==> src/rtl/sertx_pkg.sv <==
package sertx_pkg;
    localparam int BYTE_W        = 8;
    localparam int FRAME_MAX     = 12;
    localparam int LEN_W         = $clog2(FRAME_MAX + 1);
    localparam int TICKS_PER_BIT = 8;
    localparam int TICK_W        = $clog2(TICKS_PER_BIT);

    typedef enum logic [1:0] {
        PAR_ODD  = 2'd0,
        PAR_EVEN = 2'd1,
        PAR_ZERO = 2'd2,
        PAR_ONE  = 2'd3
    } par_mode_e;

    typedef struct packed {
        logic      wide;
        logic      two_stop;
        logic      par_en;
        par_mode_e par_mode;
    } frame_cfg_t;
endpackage

==> src/rtl/sertx_fifo.sv <==
module sertx_fifo #(
    parameter int DEPTH = 16
) (
    input  logic                            clk_i,
    input  logic                            rst_ni,
    input  logic                            wr_en_i,
    input  logic [sertx_pkg::BYTE_W-1:0]    wr_data_i,
    input  logic                            pop_i,
    input  logic                            flush_i,
    output logic [sertx_pkg::BYTE_W-1:0]    rd_data_o,
    output logic                            empty_o,
    output logic [$clog2(DEPTH+1)-1:0]      free_o,
    output logic                            ovf_o
);
    localparam int AW = (DEPTH > 1) ? $clog2(DEPTH) : 1;
    localparam int CW = $clog2(DEPTH + 1);

    typedef struct packed {
        logic [AW-1:0] wp;
        logic [AW-1:0] rp;
        logic [CW-1:0] cnt;
        logic          ovf;
    } fifo_st_t;

    fifo_st_t st_d, st_q;
    logic [sertx_pkg::BYTE_W-1:0] mem_q [DEPTH];
    logic full, push, pop;

    function automatic logic [AW-1:0] bump(input logic [AW-1:0] p);
        return (p == AW'(DEPTH - 1)) ? '0 : p + 1'b1;
    endfunction

    always_comb begin
        st_d = st_q;
        full = (st_q.cnt == CW'(DEPTH));
        push = wr_en_i && !full && !flush_i;
        pop  = pop_i && (st_q.cnt != '0) && !flush_i;
        if (flush_i) begin
            st_d = '0;
        end else begin
            if (wr_en_i && full) st_d.ovf = 1'b1;
            if (push)            st_d.wp  = bump(st_q.wp);
            if (pop)             st_d.rp  = bump(st_q.rp);
            st_d.cnt = st_q.cnt + CW'(push) - CW'(pop);
        end
    end

    always_ff @(posedge clk_i or negedge rst_ni) begin
        if (!rst_ni) st_q <= '0;
        else         st_q <= st_d;
    end

    always_ff @(posedge clk_i) begin
        if (push) mem_q[st_q.wp] <= wr_data_i;
    end

    assign rd_data_o = mem_q[st_q.rp];
    assign empty_o   = (st_q.cnt == '0);
    assign free_o    = CW'(DEPTH) - st_q.cnt;
    assign ovf_o     = st_q.ovf;
endmodule

==> src/rtl/sertx_framer.sv <==
module sertx_framer
    import sertx_pkg::*;
(
    input  logic [BYTE_W-1:0]    data_i,
    input  frame_cfg_t           cfg_i,
    output logic [FRAME_MAX-1:0] bits_o,
    output logic [LEN_W-1:0]     len_o
);
    logic [BYTE_W-1:0] payload;
    logic              par;

    always_comb begin
        payload = cfg_i.wide ? data_i : {1'b0, data_i[BYTE_W-2:0]};
        case (cfg_i.par_mode)
            PAR_ODD:  par = ~^payload;
            PAR_EVEN: par = ^payload;
            PAR_ZERO: par = 1'b0;
            default:  par = 1'b1;
        endcase
        bits_o    = '1;
        bits_o[0] = 1'b0;
        for (int i = 0; i < BYTE_W; i++) begin
            if (i < BYTE_W - 1 || cfg_i.wide) bits_o[i+1] = payload[i];
        end
        if (cfg_i.par_en) begin
            if (cfg_i.wide) bits_o[BYTE_W+1] = par;
            else            bits_o[BYTE_W]   = par;
        end
        len_o = LEN_W'(BYTE_W + 1) + LEN_W'(cfg_i.wide)
              + LEN_W'(cfg_i.par_en) + LEN_W'(cfg_i.two_stop);
    end
endmodule

==> src/rtl/sertx_shifter.sv <==
module sertx_shifter
    import sertx_pkg::*;
(
    input  logic                 clk_i,
    input  logic                 rst_ni,
    input  logic                 tick_i,
    input  logic                 empty_i,
    input  logic [FRAME_MAX-1:0] frame_i,
    input  logic [LEN_W-1:0]     len_i,
    input  logic                 brk_i,
    input  logic                 flow_en_i,
    input  logic                 cts_ni,
    output logic                 pop_o,
    output logic                 txd_o,
    output logic                 busy_o
);
    typedef struct packed {
        logic                 busy;
        logic [FRAME_MAX-1:0] sh;
        logic [LEN_W-1:0]     left;
        logic [TICK_W-1:0]    tcnt;
    } shift_st_t;

    shift_st_t st_d, st_q;
    logic      may_start;

    always_comb begin
        st_d      = st_q;
        pop_o     = 1'b0;
        may_start = !empty_i && !brk_i && (!flow_en_i || !cts_ni);
        if (!st_q.busy) begin
            if (may_start) begin
                st_d.busy = 1'b1;
                st_d.sh   = frame_i;
                st_d.left = len_i;
                st_d.tcnt = '0;
                pop_o     = 1'b1;
            end
        end else if (tick_i) begin
            if (st_q.tcnt == TICK_W'(TICKS_PER_BIT - 1)) begin
                st_d.tcnt = '0;
                st_d.sh   = {1'b1, st_q.sh[FRAME_MAX-1:1]};
                if (st_q.left == LEN_W'(1)) st_d.busy = 1'b0;
                else                        st_d.left = st_q.left - 1'b1;
            end else begin
                st_d.tcnt = st_q.tcnt + 1'b1;
            end
        end
    end

    always_ff @(posedge clk_i or negedge rst_ni) begin
        if (!rst_ni) begin
            st_q      <= '0;
            st_q.sh   <= '1;
        end else begin
            st_q <= st_d;
        end
    end

    assign busy_o = st_q.busy;
    assign txd_o  = brk_i ? 1'b0 : (st_q.busy ? st_q.sh[0] : 1'b1);
endmodule

==> src/rtl/sertx_top.sv <==
module sertx_top
    import sertx_pkg::*;
#(
    parameter int DEPTH = 16
) (
    input  logic                       clk_i,
    input  logic                       rst_ni,
    input  logic                       tick_i,
    input  logic                       wr_en_i,
    input  logic [7:0]                 wr_data_i,
    input  logic                       flush_i,
    input  logic                       brk_i,
    input  logic                       cfg_wide_i,
    input  logic                       cfg_two_stop_i,
    input  logic                       cfg_par_en_i,
    input  logic [1:0]                 cfg_par_mode_i,
    input  logic                       flow_en_i,
    input  logic                       cts_ni,
    output logic                       txd_o,
    output logic                       busy_o,
    output logic [$clog2(DEPTH+1)-1:0] free_o,
    output logic                       ovf_o
);
    logic [BYTE_W-1:0]    head;
    logic                 empty, pop;
    logic [FRAME_MAX-1:0] frame;
    logic [LEN_W-1:0]     len;
    frame_cfg_t           cfg;

    assign cfg = '{wide:     cfg_wide_i,
                   two_stop: cfg_two_stop_i,
                   par_en:   cfg_par_en_i,
                   par_mode: par_mode_e'(cfg_par_mode_i)};

    sertx_fifo #(.DEPTH(DEPTH)) u_fifo (
        .clk_i     (clk_i),
        .rst_ni    (rst_ni),
        .wr_en_i   (wr_en_i),
        .wr_data_i (wr_data_i),
        .pop_i     (pop),
        .flush_i   (flush_i),
        .rd_data_o (head),
        .empty_o   (empty),
        .free_o    (free_o),
        .ovf_o     (ovf_o)
    );

    sertx_framer u_framer (
        .data_i (head),
        .cfg_i  (cfg),
        .bits_o (frame),
        .len_o  (len)
    );

    sertx_shifter u_shift (
        .clk_i     (clk_i),
        .rst_ni    (rst_ni),
        .tick_i    (tick_i),
        .empty_i   (empty),
        .frame_i   (frame),
        .len_i     (len),
        .brk_i     (brk_i),
        .flow_en_i (flow_en_i),
        .cts_ni    (cts_ni),
        .pop_o     (pop),
        .txd_o     (txd_o),
        .busy_o    (busy_o)
    );
endmodule

==> config.mk <==
export PLATFORM = sky130hd
export DESIGN_NAME = sertx_top
export DESIGN_NICKNAME = d
export VERILOG_FILES = /design/src/rtl/sertx_pkg.sv /design/src/rtl/sertx_fifo.sv /design/src/rtl/sertx_framer.sv /design/src/rtl/sertx_shifter.sv /design/src/rtl/sertx_top.sv
export SDC_FILE = /design/constraint.sdc
export NUM_CORES = 1
export LEC_CHECK = 0
export BUFFER_PORTS_ARGS = -buffer_cell sky130_fd_sc_hd__buf_2
export CAP_MARGIN = 20
export CORE_UTILIZATION = 25
export CTS_BUF_LIST = sky130_fd_sc_hd__clkbuf_4
export DETAILED_ROUTE_END_ITERATION = 8
export PLACE_DENSITY = 0.42
export SLEW_MARGIN = 10
export SYNTH_ARGS = -nofsm -noshare
export SYNTH_HDL_FRONTEND = slang
export SYNTH_SLANG_ARGS = --single-unit
==> constraint.sdc <==
create_clock -name clk_i -period 4.4 [get_ports clk_i]
set_clock_uncertainty 0.2 [all_clocks]
set_input_delay 0.44 -clock clk_i [delete_from_list [all_inputs] [get_ports clk_i]]
set_output_delay 0.44 -clock clk_i [all_outputs]
set_load 0.01 [all_outputs]
==> results of run 1 <==
how the worst max path moves through the flow:
stage | from | endpoint | slack [ns] | depth (start not counted)
2_1_floorplan | u_fifo.st_q[3] | u_fifo.st_q[5] | 1.05 | 15
3_3_place_gp | u_fifo.st_q[6] | u_shift.st_q[16] | 0.97 | 9
6_report | u_fifo.st_q[6] | u_shift.st_q[15] | 0.55 | 10
4_1_cts | u_fifo.st_q[6] | u_shift.st_q[15] | 0.48 | 10
3_5_place_dp | u_fifo.st_q[6] | u_shift.st_q[16] | 0.86 | 9
5_1_grt | u_fifo.st_q[6] | u_shift.st_q[15] | 0.25 | 10
cell families after synthesis:
group / share of synthesized area [%]
buffers and inverters: 2.60
and+or+nand+nor: 6.35
xor gates and xnor gates: 1.81
AOI/OAI and AO/OA: 8.19
muxes: 10.2
DFF: 66.6
adders and majority gates: 4.18
routing by layer:
metal | vias to the layer above | wire (um) | GRT usage, %
met2 | 52 | 7780 | 19.5
li1 | 1878 | - | -
met1 | 2049 | 7270 | 14.6
met3 | 6 | 301 | 2.37
met4 | 0 | 90 | 3.45
met5 | - | 0 | 0
final cells by class:
type / instances / area (um^2)
diodes: 1 / 2.50
fillers: 2859 / 19700
flip-flops and latches: 162 / 4710
inverters: 21 / 78.8
repair buffers: 49 / 325
multi-input cells: 261 / 2180
clock buffers: 17 / 128
well taps: 378 / 473
clock inverters: 15 / 163
critical path: cells and delay by family (launching register included):
kind / cells / cell delay [ns]
AOI/OAI and AO/OA: 4 / 0.85
DFF: 1 / 0.79
muxes: 1 / 0.23
xor gates and xnor gates: 3 / 0.69
buffers and inverters: 2 / 1.02
layout by cell type (no fill, tap or decap), types with 14 or more instances in the layout:
| cell type | netlist | layout |
|---|---|---|
| buf_2 | 3 | 28 |
| a221oi_1 | 14 | 14 |
| inv_1 | 21 | 21 |
| mux4_2 | 16 | 16 |
| o21ai_0 | 17 | 17 |
| mux2i_1 | 24 | 24 |
| clkbuf_4 | 0 | 17 |
| edfxtp_1 | 128 | 128 |
| dfrtp_1 | 22 | 21 |
| nand2_1 | 33 | 33 |
| ha_1 | 22 | 22 |
| a21oi_1 | 23 | 23 |
| nor2_1 | 21 | 21 |
power by group through the flow:
stage / Clock (mW) / Combinational, mW / Sequential, mW
floorplan: 0 / 0.489 / 1.89
global placement: 0 / 0.650 / 1.92
detailed placement: 0 / 0.667 / 1.93
CTS: 0.945 / 0.685 / 1.89
global route: 1.01 / 0.772 / 1.91
finish: 0.910 / 0.672 / 1.89
what timing repair did:
| item | 4_1_cts | 5_1_grt |
|---|---|---|
| endpoints found under the hold margin | 35 | 5 |
| hold buffers | 9 | 2 |
| setup endpoints to repair | 0 | 0 |
| buffers inserted | 0 | 0 |
flip-flops by register name, indices dropped and copies added (netlist names):
register,flops
u_shift.st_q,19
u_fifo.mem_q,128
u_fifo.ovf_o,1
u_shift.busy_o,1
u_fifo.st_q,13
stage by stage:
stage / util (%) / cell area [um^2]
2_1_floorplan: - / 7070
4_1_cts: 28.9 / 8040
3_5_place_dp: 27.6 / 7660
3_3_place_gp: 27.6 / 7660
6_report: 29.0 / 8060
5_1_grt: 29.0 / 8060
==> results.json, run 1 <==
{
  "power_frac_comb_pct": 19.4,
  "die_h_um": 170,
  "grt_pass1_vias": 4185,
  "wl_per_cell_um": 17.1,
  "numClockSinks": 162,
  "firstDrtPassIters": 4,
  "dieArea_um2": 29000,
  "track_usage_pct": 11.5,
  "path_cells": "buf_4 > mux2i_1 > a221oi_1 > o21a_1 > a221oi_1 > xnor3_1 > xnor2_1 > xnor2_1 > o21a_1 > dlygate4sd3_1",
  "powerDensity_nw_per_um2": 431,
  "relSlewSlack_pct": 44.3,
  "worst_pin_slew_ns": 0.836,
  "drive_gt1_share_pct": 19.8,
  "syn_area_um2": 7070,
  "setup_viol": 0,
  "cts_tree": "built",
  "dp_hpwl_mm": 10.6,
  "cts.htree.levels": 4,
  "grt_remaining_overflow": 0,
  "synth_area_leader_cell": "edfxtp_1",
  "synth.most_common_cell": "edfxtp_1",
  "pin_count": 29,
  "max_stage_delay_ns": 0.79,
  "root_buffer": "clkbuf_4",
  "ys_warn_count": 0,
  "place_ws_ns": 0.859,
  "hold_ws_ns": 0.0596,
  "net-switching-power_mw": 1.05,
  "nets": 556,
  "worstPathArrival_ns": 4.14,
  "drc": 0,
  "numCtsBuffers": 17,
  "dp_cells": 860,
  "antenna_found_initial": 1,
  "clk_latency_ns": 0.56,
  "worstPathRequired_ns": 4.69,
  "min_from": "wr_data_i[1]",
  "place_congestion": 0.725,
  "ys_seq_elements": 162,
  "rsz0062_at_grt": "no",
  "timing.fmax_mhz": 260,
  "syn_inst": 464,
  "num_vias": 3985,
  "ant_nets": 0,
  "finalSetupTns_ns": 0,
  "p_clk_share_pct": 26.2,
  "critPathKind": "reg -> reg",
  "synth_common_cells": "edfxtp_1, nand2_1, mux2i_1",
  "slew_viol_final": 0,
  "fin_crit_ns": 3.85,
  "endpoint_kind": "flop",
  "worstReg2RegStart": "u_fifo.st_q[6]",
  "reg2reg_depth": 10,
  "internal-power_mw": 2.42,
  "syn2layout_area_growth_pct": 14.1,
  "ys_seq_area_share_pct": 66.6,
  "start_util_pct": 25.4,
  "setup_ws_ns": 0.551,
  "rrSetupSlack_ns": 0.55,
  "cp-start-kind": "flop",
  "period_share_pct": 87.5,
  "finalHoldViolations": 0,
  "grt_max_degree": 35,
  "synth_edf_count": 128,
  "async_flop_share_pct": 21.0,
  "r2r-end": "u_shift.st_q[15]",
  "synth_fp_nets": 508,
  "syn_area_per_cell_um2": 15.2,
  "clkSlewWorstSetupHoldPaths_ns": 0.16,
  "maxCapViolations": 0,
  "netSwitchingFraction_pct": 30.3,
  "power_mw": 3.47,
  "hold_path_end": "u_fifo.mem_q[10][1]",
  "power_frac_seq_pct": 54.4,
  "ir_drop_v": 0.000123,
  "io_buffers": 28,
  "drt-total-wl_mm": 15.4,
  "drt_iter0_markers": 185,
  "yosys_most_used_dff": "edfxtp_1",
  "power.leakage_nw": 2.72,
  "synth_cell_types": 45,
  "clock_path_buffers": 2,
  "status": "finished clean",
  "die_w_um": 170,
  "core_area_um2": 27800,
  "grt_pass1_wl_mm": 24.4,
  "rows": 61,
  "ctsResizeCount": 0,
  "stdcell_count": 904,
  "synth_top_area_share_pct": 54.4,
  "hold_path.class": "in -> reg",
  "vias_per_cell": 4.41,
  "path_max_fanout": 24,
  "critPathSlowestCell": "dfrtp_2",
  "hold_depth": 1,
  "synth_area_leaders": "edfxtp_1, dfrtp_1, mux4_2, dfstp_2, ha_1"
}
Note: power is estimated with default switching activity, not from simulation.
==> run 2, diff against run 1 <==
--- a/config.mk
+++ b/config.mk
@@ -10,6 +10,7 @@
 export CORE_UTILIZATION = 25
 export CTS_BUF_LIST = sky130_fd_sc_hd__clkbuf_4
 export DETAILED_ROUTE_END_ITERATION = 8
+export HOLD_SLACK_MARGIN = 0.15
 export PLACE_DENSITY = 0.42
 export SLEW_MARGIN = 10
 export SYNTH_ARGS = -nofsm -noshare
==> run 2 against run 1 <==
Effect of this change: global-route usage up 0.081 points; power up 0.88%; core utilization up 0.48 points; flip-flop and latch count unchanged; clock power about the same; count of clock-buffer cells in the layout unchanged; combinational power up 4.3%; design area up 1.6%; first-iteration DRC count down 7.0%; sequential share of layout area down 0.95 points; largest cell class unchanged; sequential power about the same; largest power group unchanged; fmax down 7.2%.
==> results.json, run 2 (synthesis gave the netlist of run 1 again) <==
{
  "cts.htree.levels": 4,
  "worstPathArrival_ns": 4.45,
  "wl_per_cell_um": 17.1,
  "io_buffers": 28,
  "clk_latency_ns": 0.55,
  "rows": 61,
  "drt_iter0_markers": 172,
  "largest_reg_flops": 128,
  "grt_pass1_vias": 4250,
  "fin_area_um2": 8200,
  "placed_cell_area_um2": 7660,
  "numClockSinks": 162,
  "critPathKind": "reg -> reg",
  "core_area_um2": 27800,
  "powerDensity_nw_per_um2": 428,
  "path_max_fanout": 7,
  "pin_count": 29,
  "root_buffer": "clkbuf_4",
  "cp-start-kind": "flop",
  "reg_top3": "u_fifo.mem_q (128), u_shift.st_q (19), u_fifo.st_q (13)",
  "regMostFlops": "u_fifo.mem_q",
  "fillCellCount": 2842,
  "grt_remaining_overflow": 0,
  "worst_pin_slew_ns": 0.841,
  "track_usage_pct": 11.6,
  "nets": 568,
  "setup_viol": 0,
  "status": "finished clean",
  "clock_path_buffers": 2,
  "grt_max_degree": 35,
  "numCtsBuffers": 17,
  "grt_pass1_wl_mm": 24.6,
  "period_share_pct": 94.3,
  "syn2layout_area_growth_pct": 15.9,
  "ir_drop_v": 0.000123,
  "rsz0062_at_grt": "no",
  "slew_viol_final": 0,
  "power.leakage_nw": 2.78,
  "rrSetupSlack_ns": 0.25,
  "ant_nets": 0,
  "start_util_pct": 25.4,
  "antenna_found_initial": 1,
  "vias_per_cell": 4.40,
  "timing.fmax_mhz": 241,
  "finalSetupTns_ns": 0,
  "relSlewSlack_pct": 43.9,
  "num_vias": 4030,
  "drive_gt1_share_pct": 19.4,
  "layout_commonest_cell": "edfxtp_1",
  "maxCapViolations": 0,
  "drc": 0,
  "cts_tree": "built",
  "dieArea_um2": 29000,
  "drt-total-wl_mm": 15.6,
  "dp_hpwl_mm": 10.6,
  "worstPathRequired_ns": 4.70,
  "fin_crit_ns": 4.15,
  "hold_path.class": "reg -> reg",
  "final_cell_mix": "edfxtp_1, nand2_1, buf_2",
  "hold_ws_ns": 0.293,
  "clkSlewWorstSetupHoldPaths_ns": 0.15,
  "place_congestion": 0.725,
  "endpoint_kind": "flop",
  "die_h_um": 170,
  "firstDrtPassIters": 4,
  "die_w_um": 170,
  "finalHoldViolations": 0
}
-- run 2: path summary, 6_finish.rpt --
| path | cells after the start | from | to |
|---|---|---|---|
| max | 12 | u_fifo.st_q[3] | u_shift.st_q[15] |
| min | 2 | u_shift.st_q[8] | u_shift.st_q[7] |
| max reg2reg | 12 | u_fifo.st_q[3] | u_shift.st_q[15] |
| min reg2reg | 2 | u_shift.st_q[8] | u_shift.st_q[7] |
| max in group asynchronous | 2 | rst_ni | u_fifo.st_q[6] |
| min in group asynchronous | 2 | rst_ni | u_shift.st_q[1] |
-- run 2: cell type report --
cell class | instances | area (um^2) | share of cell area [%]
tap | 378 | 473 | 5.77
timing repair buffer | 61 | 445 | 5.44
multi-input combinational | 261 | 2190 | 26.8
inverter | 21 | 78.8 | 0.962
antenna | 1 | 2.50 | 0.0305
sequential | 162 | 4710 | 57.5
clock inverter | 15 | 163 | 1.98
clock buffer | 17 | 128 | 1.56
-- run 2: metal layers --
metal  GRT usage, %  up-vias  share of wire, %
li1               -     1904                 -
met2           19.7       60                50
met5              0        -                 0
met4           3.45        0              0.68
met1           14.7     2058                46
met3           2.37        8               2.6
-- run 2: stage by stage --
| step | util (%) | setup slack, ns | cells | total power, mW |
|---|---|---|---|---|
| CTS | 29.4 | 0.0616 | 915 | 3.55 |
| finish | 29.5 | 0.251 | 916 | 3.50 |
| global placement | 27.6 | 0.967 | 860 | 2.57 |
| detailed placement | 27.6 | 0.859 | 860 | 2.59 |
| floorplan | - | 1.05 | 464 | 2.38 |
| global route | 29.5 | 0.0378 | 916 | 3.72 |
-- run 2: critical path, stage by stage, from the launching register on --
cell	delay, ns
dfrtp_1	0.42
inv_1	0.09
ha_1	0.19
and2_1	0.16
ha_1	0.25
a2111oi_4	0.38
dlygate4sd3_1	0.65
buf_4	0.17
o21ai_0	0.12
o21ai_0	0.20
dlygate4sd3_1	0.60
o21a_1	0.12
dlygate4sd3_1	0.54
-- run 2: power breakdown --
| group | internal (mW) | leakage, nW | switching (mW) | total (mW) |
|---|---|---|---|---|
| Combinational | 0.332 | 1.06 | 0.369 | 0.701 |
| Sequential | 1.80 | 1.57 | 0.0920 | 1.89 |
| Clock | 0.311 | 0.154 | 0.600 | 0.911 |
-- run 2: timing repair --
item / 4_1_cts / 5_1_grt
endpoints found under the hold margin: 174 / 0
gates resized for setup: 0 / 1
hold buffers: 23 / 0
setup endpoints to repair: 0 / 1
setup buffers: 0 / 0
==> run 3, diff against run 2 <==
--- a/config.mk
+++ b/config.mk
@@ -11,7 +11,7 @@
 export CTS_BUF_LIST = sky130_fd_sc_hd__clkbuf_4
 export DETAILED_ROUTE_END_ITERATION = 8
 export HOLD_SLACK_MARGIN = 0.15
-export PLACE_DENSITY = 0.42
+export PLACE_DENSITY = 0.37
 export SLEW_MARGIN = 10
 export SYNTH_ARGS = -nofsm -noshare
 export SYNTH_HDL_FRONTEND = slang
==> run 3 against run 2 <==
Effect of this change: clock power grew 4.9%; highest routed layer unchanged; non-clock buffer count shrank 4; sequential power about the same; first-iteration DRC count up 88%; core utilization barely moved; critical path type unchanged; sequential share of layout area about the same; register-to-register slack worse by 0.02 ns; fmax decreased by 0.42%; power grew 1.6%; combinational power up 2%.
==> results.json, run 3 (synthesis gave the netlist of run 1 again) <==
{
  "drive_gt1_share_pct": 19.1,
  "drc": 0,
  "dieArea_um2": 29000,
  "maxCapViolations": 0,
  "vias_per_cell": 4.39,
  "place_ws_ns": 0.723,
  "ant_nets": 0,
  "crit_top_cell": "dlygate4sd3_1",
  "relSlewSlack_pct": 42.0,
  "grt_util_met1_pct": 15.3,
  "clock_path_buffers": 2,
  "die_w_um": 170,
  "numCtsBuffers": 17,
  "cts.htree.levels": 4,
  "drt_iter0_markers": 324,
  "powerDensity_nw_per_um2": 435,
  "worst_pin_slew_ns": 0.867,
  "grt_use_met3_pct": 2.51,
  "clk_latency_ns": 0.59,
  "ir_drop_v": 0.000121,
  "final_cell_mix": "edfxtp_1, nand2_1, buf_2",
  "grt_max_degree": 44,
  "critPathSlowestCell": "dlygate4sd3_1",
  "layout_commonest_cell": "edfxtp_1",
  "track_usage_pct": 11.7,
  "drt-total-wl_mm": 15.8,
  "rows": 61,
  "max_stage_delay_ns": 0.73,
  "cts_tree": "built",
  "finalSetupTns_ns": 0,
  "place_congestion": 0.723,
  "power_mw": 3.56,
  "die_h_um": 170,
  "timing.fmax_mhz": 240,
  "path_max_fanout": 7,
  "regMostFlops": "u_fifo.mem_q",
  "clkSlewWorstSetupHoldPaths_ns": 0.18,
  "wl_per_cell_um": 17.3,
  "rrSetupSlack_ns": 0.23,
  "fin_crit_ns": 4.17,
  "reg2reg_depth": 12,
  "path_cells": "inv_1 > ha_1 > and2_1 > ha_1 > a2111oi_4 > dlygate4sd3_1 > buf_4 > o21ai_0 > o21ai_0 > dlygate4sd3_1 > o21a_1 > dlygate4sd3_1",
  "endpoint_kind": "flop",
  "num_vias": 4000,
  "reg_top3": "u_fifo.mem_q (128), u_shift.st_q (19), u_fifo.st_q (13)",
  "met2_usage_pct": 19.3,
  "r2r-end": "u_shift.st_q[15]",
  "slew_viol_final": 0,
  "dp_hpwl_mm": 10.8,
  "grt-busiest-layer": "met2",
  "power.leakage_nw": 2.78,
  "crit_buf_inv": 5,
  "start_util_pct": 25.4,
  "rsz0062_at_grt": "no",
  "period_share_pct": 94.7,
  "numClockSinks": 162,
  "status": "finished clean",
  "cp-start-kind": "flop",
  "firstDrtPassIters": 4,
  "cp_top_family": "buffers and inverters",
  "root_buffer": "clkbuf_4",
  "grt_pass1_vias": 4188,
  "hold_path.class": "in -> async",
  "largest_reg_flops": 128,
  "syn2layout_area_growth_pct": 15.9,
  "finalHoldViolations": 0,
  "post-route-util_pct": 29.5,
  "core_area_um2": 27800,
  "pin_count": 29,
  "worstPathRequired_ns": 4.72,
  "grt_remaining_overflow": 0,
  "critPathKind": "reg -> reg",
  "setup_ws_ns": 0.234,
  "nets": 564,
  "io_buffers": 28,
  "grt_pass1_wl_mm": 24.7,
  "setup_viol": 0,
  "worstReg2RegStart": "u_fifo.st_q[3]",
  "antenna_found_initial": 1,
  "worstPathArrival_ns": 4.48
}
## run 3: cell count changes in the layout (fill, tap and decap cells not counted)
cell,change
buf_12,+1
buf_4,-4
clkinv_1,-1
clkinv_4,+1
clkinv_8,+1
clkinvlp_4,-2
dlygate4sd3_1,-1
inv_6,+1
## run 3: report_power, final
| group | switching, mW | internal, mW | leakage, nW |
|---|---|---|---|
| combinational | 0.381 | 0.335 | 1.04 |
| sequential | 0.0889 | 1.80 | 1.57 |
| clock | 0.635 | 0.321 | 0.168 |
| total | 1.11 | 2.46 | 2.78 |
## run 3: per-layer routing
layer	routed length (um)	vias up	part of all wire [%]
li1	-	1891	-
met1	7510	2028	48
met2	7650	68	48
met3	491	13	3.1
met4	152	0	0.96
met5	0	-	0
## run 3: worst register-to-register path: cells and delay by family (launching register included)
family | cells | cell delay (ns)
adder cells (fa/ha/maj) | 2 | 0.41
buffers and inverters | 5 | 2.13
flip-flops | 1 | 0.43
AO/OA/AOI/OAI | 4 | 0.76
AND/OR/NAND/NOR | 1 | 0.17
## run 3: what timing repair did
item,in CTS,in global routing
endpoints found under the hold margin,174,0
hold buffers,22,0
endpoints found under the setup margin,0,1
resized for setup,0,1
setup buffers,0,0
## run 3: layout make-up
| class | instances | area (um^2) |
|---|---|---|
| antenna | 1 | 2.50 |
| inverter | 21 | 78.8 |
| clock buffer | 17 | 128 |
| sequential | 162 | 4710 |
| timing repair buffer | 57 | 425 |
| multi-input combinational | 261 | 2190 |
| clock inverter | 15 | 178 |
| fill | 2821 | 19600 |
| tap | 378 | 473 |
## run 3: metrics by stage
step	instances	hold WS, ns	cell area (um^2)
final	912	0.274	8190
after global routing	912	0.290	8190
after CTS	911	0.256	8180
after detailed placement	857	0.280	7650
after global placement	857	0.277	7650
after floorplan	464	-0.0556	7070
## run 3: how the worst max path moves through the flow
stage | depth (start not counted) | startpoint | to | slack, ns
after floorplan | 15 | u_fifo.st_q[3] | u_fifo.st_q[5] | 1.05
after global placement | 14 | u_fifo.st_q[3] | u_fifo.st_q[5] | 0.80
after detailed placement | 14 | u_fifo.st_q[2] | u_fifo.st_q[5] | 0.72
after CTS | 12 | u_fifo.st_q[3] | u_shift.st_q[15] | 0.15
after global routing | 12 | u_fifo.st_q[3] | u_shift.st_q[15] | 0.02
final | 12 | u_fifo.st_q[3] | u_shift.st_q[15] | 0.23
